--- src/rtl/modem_ctl_loop.sv ---
module modem_ctl_loop #(
  parameter int ADDR_W = 3,
  parameter int OFFSET = 4
) (
  input  logic              clk,
  input  logic              rst_n,
  input  logic [ADDR_W-1:0] bus_addr,
  input  logic              bus_wr,
  input  logic [7:0]        bus_wdata,
  output logic [7:0]        rd_data,
  output logic              dtr_n_o,
  output logic              rts_n_o,
  input  logic              irq_req_i,
  output logic              irq_o,
  output logic              irq_oe_o,
  input  logic              tx_shift_i,
  output logic              txd_o,
  input  logic              rxd_i,
  output logic              rx_shift_o,
  input  logic              cts_n_i,
  input  logic              dsr_n_i,
  input  logic              ri_n_i,
  input  logic              dcd_n_i,
  output logic [3:0]        status_o
);

  localparam int CTL_W = 5;
  localparam logic [ADDR_W-1:0] SEL = ADDR_W'(OFFSET);

  logic [CTL_W-1:0] ctl_q;
  logic             hit, loop;
  logic             dtr, rts, gp, ien;

  assign hit  = (bus_addr == SEL);
  assign dtr  = ctl_q[0];
  assign rts  = ctl_q[1];
  assign gp   = ctl_q[2];
  assign ien  = ctl_q[3];
  assign loop = ctl_q[4];

  always_ff @(posedge clk or negedge rst_n)
    if (!rst_n)            ctl_q <= '0;
    else if (bus_wr && hit) ctl_q <= bus_wdata[CTL_W-1:0];

  assign rd_data = hit ? {{(8-CTL_W){1'b0}}, ctl_q} : 8'h00;

  assign dtr_n_o = loop | ~dtr;
  assign rts_n_o = loop | ~rts;

  assign irq_oe_o = ien & ~loop;
  assign irq_o    = irq_oe_o & irq_req_i;

  assign txd_o      = loop | tx_shift_i;
  assign rx_shift_o = loop ? tx_shift_i : rxd_i;

  assign status_o = loop ? {ien, gp, dtr, rts}
                         : ~{dcd_n_i, ri_n_i, dsr_n_i, cts_n_i};


  hold_chk: assert property (@(posedge clk) disable iff (!rst_n)
    !(bus_wr && hit) |=> $stable(ctl_q));


  hs_out_chk: assert property (@(posedge clk) disable iff (!rst_n)
    (bus_wr && hit && !bus_wdata[4]) |=>
      (dtr_n_o == !$past(bus_wdata[0])) && (rts_n_o == !$past(bus_wdata[1])));


  irq_gate_chk: assert property (@(posedge clk) disable iff (!rst_n)
    !irq_oe_o |-> !irq_o);


  loop_data_chk: assert property (@(posedge clk) disable iff (!rst_n)
    (bus_wr && hit && bus_wdata[4]) |=> txd_o && (rx_shift_o == tx_shift_i));


  loop_stat_chk: assert property (@(posedge clk) disable iff (!rst_n)
    (bus_wr && hit && bus_wdata[4]) |=>
      status_o == {$past(bus_wdata[3]), $past(bus_wdata[2]),
                   $past(bus_wdata[0]), $past(bus_wdata[1])});


  loop_hs_chk: assert property (@(posedge clk) disable iff (!rst_n)
    (bus_wr && hit && bus_wdata[4]) |=> dtr_n_o && rts_n_o);

endmodule

--- config.mk ---
export PLATFORM = sky130hd
export DESIGN_NAME = modem_ctl_loop
export DESIGN_NICKNAME = d
export VERILOG_FILES = /design/src/rtl/modem_ctl_loop.sv
export SDC_FILE = /design/constraint.sdc
export NUM_CORES = 1
export LEC_CHECK = 0
export CAP_MARGIN = 10
export CORE_MARGIN = 3
export CORE_UTILIZATION = 24
export CTS_CLUSTER_SIZE = 10
export DETAILED_ROUTE_END_ITERATION = 8
export PLACE_DENSITY = 0.72
export SLEW_MARGIN = 20
export SYNTH_ARGS = -nofsm -noshare
export SYNTH_HDL_FRONTEND = slang
export SYNTH_SLANG_ARGS = --single-unit
--- constraint.sdc ---
create_clock -name clk -period 1 [get_ports clk]
set_input_delay 0.1 -clock clk [delete_from_list [all_inputs] [get_ports clk]]
set_output_delay 0.1 -clock clk [all_outputs]
set_load 0.01 [all_outputs]
## After elaboration in Yosys (flattened, before gate mapping)

Cells that the tools add are included.
W data, S select, Z words.

- $add $sub $neg: 0
- Reduce and logical (&&, ||, !) cells: 1
- $lt $le $gt $ge: 0
- Bitwise gates (word level): 9
- Divide/modulo/power cells: 0
- Muxes and demuxes: 3
- $mul: 0
- Shift-type cells: 0
- Equality and inequality tests: 1

Operator list:

| cell | number |
|---|---|
| $mux W5 | 1 |
| $mux W4 | 1 |
| $not A4 Y4 | 1 |
| $eq A3 B3 Y1 const B | 1 |
| $not A1 Y1 | 3 |
| $or A1 B1 Y1 | 3 |
| $and A1 B1 Y1 | 2 |
| $logic_and A1 B1 Y1 | 1 |
| $mux W1 | 1 |

- Logic and storage cells: 15
- Memories kept: 0
- Memory bits (read-only): 0
- Register bits: 5
- Latch bits: 0
- Bits in writable memories: 0
- Input bits: 21

## Logic depth before layout (Yosys ltp)

Gate-level depths: netlist of the first run.

- Depth after elaboration: 3
- Mapped depth: 2
- Depth with buffers taken out: 2

## Worst setup path after synthesis of the first run

No wires, ideal clock.

- Path kind: reg-to-output
- Start: register ctl_q[4]
- End: output rx_shift_o
- Data arrival time: 881 ps
- Required time: 900 ps
- Stages on the path, launching flop included: 3
- Path slack: 19 ps
- Path through: dfrtp_1 buf_2 mux2_2

- Longest elaborated chain between the ends: 1

RTL lines:

| element | RTL line | text |
|---|---|---|
| start, declared | 30 | `logic [CTL_W-1:0] ctl_q;` |
| start signal, assigned | 43 | `else if (bus_wr && hit) ctl_q <= bus_wdata[CTL_W-1:0];` |
| $mux W1 | 54 | `assign rx_shift_o = loop ? tx_shift_i : rxd_i;` |
| end, declared | 19 | `output logic rx_shift_o,` |

Every way passes these cells.

## Worst setup path after layout of the first run

Same ends and word-level chain as after synthesis.

==> impl_metrics.ini, run 1 <==
[status]
status = finished with violations
failed_checks = negative setup slack

[clock_tree]
clkTransAtPathRegs_ps = 50
insertion_delay_ps = 250
clock_path_buffers = 2
cts_tree = built
cts.sinks = 5
htree_num_levels = 1
cts_buffers = 3
clockRootBuffer = clkbuf_4

[die]
fp.dieArea_mm2 = 0.00203
num_rows = 13
start_util_pct = 26.7
die_w_um = 45.0
die_height_um = 45.0
core_mm2 = 0.00137
io_pins = 39

[place]
placed_area_um2 = 714
io_buffers = 32
gp_congestion = 0.646

[critical_path]
r2r_cells = 3
slowest_stage = dfrtp_2
critPathArrivalTime_ps = 1150
required_ps = 900
r2r_setup_slack_ps = 10
crit_chain = mux2_4 > buf_6
cp_max_fo = 6
worst_setup_path_end_kind = output port
worstSetupPathType = reg2out
r2r-end = ctl_q[3]$_DFFE_PN0P_
reg2reg_from = ctl_q[3]$_DFFE_PN0P_
slowest_delay_ps = 450
worstPathBufferInverterCount = 1
critPathLaunchType = flop
crit_family = flip-flops

[finish]
insertedDiodeCount = 0
fill_cells = 137
largest_register_ffs = 5
top_register = ctl_q
areaGrowthSynthToFinish_pct = 117
multi_input_area_um2 = 243
fin_area_um2 = 795
top_regs = ctl_q: 5 flops
seq_area_um2 = 129
drive_gt1_share_pct = 55.8
final_core_util_pct = 58.2
nets = 99

[route]
drc_errors = 0
postRouteAntennaNets = 0
drt-initial-drc-count = 3
vias = 397
routedWlPerCell_um = 11.9
firstDrtPassIters = 4
wl_um = 1100
viasPerCell = 4.32

[timing]
drv_slew = 0
setup_viol = 14
fmax_mhz = 800
rsz0062_at_grt = true
fin_crit_ps = 1250
holdWs_ps = 75.0
fin_skew_ps = 0
hold_violations = 0
finalCritPeriodShare_pct = 125
fin_ws_ps = -250

[pwr]
ir_drop_uv = 648
leakage_nw = 0.390
powerDensity_mw_per_mm2 = 1420
power_w = 0.00113

[global_routing]
grt-ovfl-total = 0
grt_pass1_wl_um = 1610
grt_pass1_vias = 352
antenna_found_initial = 0
grt_start_max_net_pins = 7
grt.total_usage_pct = 11.3

[synthesis]
ys_ff_latch = 5
syn_area_um2 = 365
synth_top_cell_by_area = dfrtp_1
ys_top_cells_by_area = dfrtp_1, mux2_2, mux2i_1
postSynthCellCount = 36
ys_warn_count = 0
syn_area_per_cell_um2 = 10.1
yosysTopAreaCellShare_pct = 34.2
seq_area_frac_synth_pct = 34.2
synth_cell_types = 13

[flow_run]
cap_violations = 0

[worst_hold_path]
hp-class = in2async
==> layout make-up <==
class / instances / area share [%]
clock buffers: 4 / 3.31
inverters: 4 / 1.89
flip-flops and latches: 5 / 16.2
multi-input cells: 25 / 30.6
well taps: 15 / 2.36
repair buffers: 39 / 45.7
==> per-layer routing <==
| metal | global-route usage, % | up-vias | part of all wire, % |
|---|---|---|---|
| met5 | 0 | - | 0 |
| met4 | 7.02 | 0 | 0 |
| met3 | 3.59 | 0 | 9.4 |
| met2 | 18.4 | 19 | 53 |
| met1 | 12.7 | 187 | 38 |
| li1 | - | 191 | - |
==> placed cells by master, fill, tap and decap left out, types with 2 or more instances in the layout <==
| master | synthesis | layout |
|---|---|---|
| clkdlybuf4s50_1 | 0 | 13 |
| buf_6 | 0 | 11 |
| buf_2 | 1 | 6 |
| and2_4 | 0 | 4 |
| inv_1 | 4 | 4 |
| mux2i_1 | 4 | 4 |
| mux2_2 | 6 | 4 |
| buf_4 | 3 | 4 |
| conb_1 | 1 | 3 |
| clkbuf_4 | 0 | 3 |
| dfrtp_2 | 0 | 3 |
| and2_1 | 6 | 2 |
| nand2b_4 | 0 | 2 |
| mux2_4 | 0 | 2 |
| dfrtp_1 | 5 | 2 |
| dlygate4sd2_1 | 0 | 2 |
| clkdlybuf4s15_1 | 0 | 2 |
==> cells in the mapped netlist <==
| library cell | n |
|---|---|
| mux2_2 | 6 |
| mux2i_1 | 4 |
| nor3b_1 | 1 |
| or2_2 | 1 |
| and4bb_4 | 1 |
| nand2b_1 | 2 |
| inv_1 | 4 |
| buf_4 | 3 |
| buf_2 | 1 |
| dfrtp_1 | 5 |
| nor2b_1 | 1 |
| conb_1 | 1 |
| and2_1 | 6 |
==> repair_timing <==
item,CTS,global route
setup buffers,2,2
setup endpoints to repair,20,15
hold buffers,0,0
gates resized for setup,70,19
pin swaps,1,1
cloned,0,0
==> worst reg2reg max path, delay by kind of cell (launching register included) <==
kind / cells / cell delay (ps)
buffers and inverters: 2 / 240
flip-flops: 1 / 390
multiplexers: 1 / 250
==> kinds of logic (layout without fill, tap and decap cells) <==
kind of cell | after synthesis | count (layout) | share of synthesized area, %
other | 1 | 3 | 1.03
muxes | 10 | 10 | 29.5
and+or+nand+nor | 12 | 12 | 23.6
DFF | 5 | 5 | 34.2
buffers and inverters | 8 | 47 | 11.6
==> power by group <==
group	total (W)	switching, W	internal, W
combinational	0.000568	0.000192	0.000375
clock	0.000252	0.000100	0.000152
sequential	0.000311	0.0000581	0.000253
total	0.00113	0.000351	0.000781
==> stage by stage <==
step / setup TNS [ps] / std cells / worst slack [ps]
detailed placement: -8970 / 85 / -663
finish: -2580 / 92 / -250
CTS: -3060 / 91 / -317
global route: -3250 / 92 / -290
global placement: -8840 / 85 / -661
floorplan: 0 / 38 / 19.3
==> how the worst max path moves through the flow <==
stage	slack (ps)	end	depth (start not counted)	from
after floorplan	20	rx_shift_o	2	ctl_q[4]$_DFFE_PN0P_
after global placement	-660	rd_data[3]	5	bus_addr[2]
after detailed placement	-660	rd_data[3]	5	bus_addr[2]
after CTS	-320	status_o[2]	4	ctl_q[4]$_DFFE_PN0P_
after global routing	-290	status_o[3]	3	ctl_q[4]$_DFFE_PN0P_
final	-250	rx_shift_o	2	ctl_q[4]$_DFFE_PN0P_
Note: power is estimated with default switching activity, not from simulation.
==> inputs of run 2 (changes only) <==
Settings changed: GPL_ROUTABILITY_DRIVEN from default to 0, PLACE_DENSITY 0.72 to 0.73.
==> run 2 against run 1 <==
The flow still finishes with violations (negative setup slack). Clock power is 9.5% lower. Utilization is 1.6 points lower. Critical path depth is 1 higher. Largest cell class unchanged.
==> impl_metrics.ini, run 2 (same netlist as run 1, synthesis figures left out) <==
[status]
status = finished with violations
failed_checks = negative setup slack

[global_routing]
grt_pass1_vias = 377
grt_start_max_net_pins = 6
grt_pass1_wl_um = 1550
grt.total_usage_pct = 10.8
antenna_found_initial = 0
grt-ovfl-total = 0

[pwr]
power_w = 0.00109
ir_drop_uv = 653
powerDensity_mw_per_mm2 = 1410
leakage_nw = 0.392

[timing]
fin_skew_ps = 0
setup_viol = 14
drv_slew = 0
hold_violations = 0
fin_crit_ps = 1270
rsz0062_at_grt = true
fmax_mhz = 785
tns_ps = -2300
fin_ws_ps = -275
finalCritPeriodShare_pct = 127

[clock_tree]
clock_path_buffers = 2
clockRootBuffer = clkbuf_4
cts.sinks = 5
cts-hold-fix-buffers = 0
cts_buffers = 3
cts_tree = built
insertion_delay_ps = 240
htree_num_levels = 1
clkTransAtPathRegs_ps = 40

[place]
placed_cells = 86
dp_hpwl_um = 870
io_buffers = 32

[critical_path]
r2r-end = ctl_q[3]$_DFFE_PN0P_
required_ps = 900
r2r_cells = 3
reg2reg_from = ctl_q[3]$_DFFE_PN0P_
r2r_setup_slack_ps = 0
worstSetupPathType = reg2out
worst_setup_path_end_kind = output port
cp_max_fo = 3
critPathArrivalTime_ps = 1170
critPathLaunchType = flop

[finish]
areaGrowthSynthToFinish_pct = 112
fill_cells = 133
insertedDiodeCount = 0
stdcell_count = 94
nets = 101
drive_gt1_share_pct = 49.4
top_regs = ctl_q: 5 flops
largest_register_ffs = 5
top_register = ctl_q
final_common_cell = clkdlybuf4s50_1
layout_common_cells = clkdlybuf4s50_1, buf_2, buf_6, dfrtp_1, buf_4

[flow_run]
cap_violations = 0

[route]
firstDrtPassIters = 1
viasPerCell = 4.19
postRouteAntennaNets = 0
vias = 394
drt-initial-drc-count = 0
routedWlPerCell_um = 11.5
wl_um = 1080
drc_errors = 0

[die]
core_mm2 = 0.00137
fp.dieArea_mm2 = 0.00203
die_height_um = 45.0
start_util_pct = 26.7
num_rows = 13
io_pins = 39
die_w_um = 45.0

[worst_hold_path]
hp-class = in2async
## run 2: cell types whose count changed in the layout (fill, tap and decap cells not counted), sizes merged
cell and change:
buf +3, dlygate4sd2 -1
## run 2: repair_timing
action | CTS | global route
pin swaps | 2 | 1
gates resized for setup | 76 | 8
setup buffers | 2 | 2
endpoints found under the setup margin | 20 | 16
## run 2: worst max-delay path, stage by stage (launching register included)
cell	delay (ps)
dfrtp_1	400
buf_6	130
mux2_4	290
buf_6	120
## run 2: worst max path at each step
stage / start / to / slack (ps) / depth (start not counted)
after floorplan: ctl_q[4]$_DFFE_PN0P_ / rx_shift_o / 20 / 2
after global placement: bus_addr[2] / rd_data[2] / -660 / 5
after detailed placement: bus_addr[2] / rd_data[0] / -680 / 5
after CTS: ctl_q[4]$_DFFE_PN0P_ / rx_shift_o / -290 / 3
after global routing: ctl_q[4]$_DFFE_PN0P_ / status_o[1] / -320 / 4
final: ctl_q[4]$_DFFE_PN0P_ / rx_shift_o / -270 / 3
## run 2: power breakdown
part | total (W) | internal [W] | switching (W)
Combinational | 0.000575 | 0.000367 | 0.000208
Sequential | 0.000290 | 0.000248 | 0.0000416
Clock | 0.000228 | 0.000151 | 0.0000777
Total | 0.00109 | 0.000766 | 0.000328
## run 2: through the flow
stage                     utilization [%]  hold slack (ps)  setup WS, ps  area, µm²
after CTS                            53.5             77.8          -286        731
after detailed placement             52.8              341          -676        722
after global placement               52.8              337          -656        722
final                                56.6             82.2          -275        773
after floorplan                         -             -196          19.3        373
after global routing                 56.6              101          -318        773
## run 2: final cells by class
class	count	area (µm²)	share of cell area, %
Timing Repair Buffer	41	352	45.5
Tap cell	15	18.8	2.43
Sequential cell	5	125	16.2
Multi-Input combinational cell	25	236	30.6
Clock buffer	4	26.3	3.40
Inverter	4	15.0	1.94
## run 2: metal layers
layer / GRT usage [%] / share of wire, % / routed length (µm) / vias to the layer above
met3: 1.99 / 10 / 113 / 0
li1: - / - / - / 194
met4: 8.77 / 0 / 0 / 0
met5: 0 / 0 / 0 / -
met2: 18.1 / 54 / 582 / 20
met1: 11.7 / 35 / 382 / 180
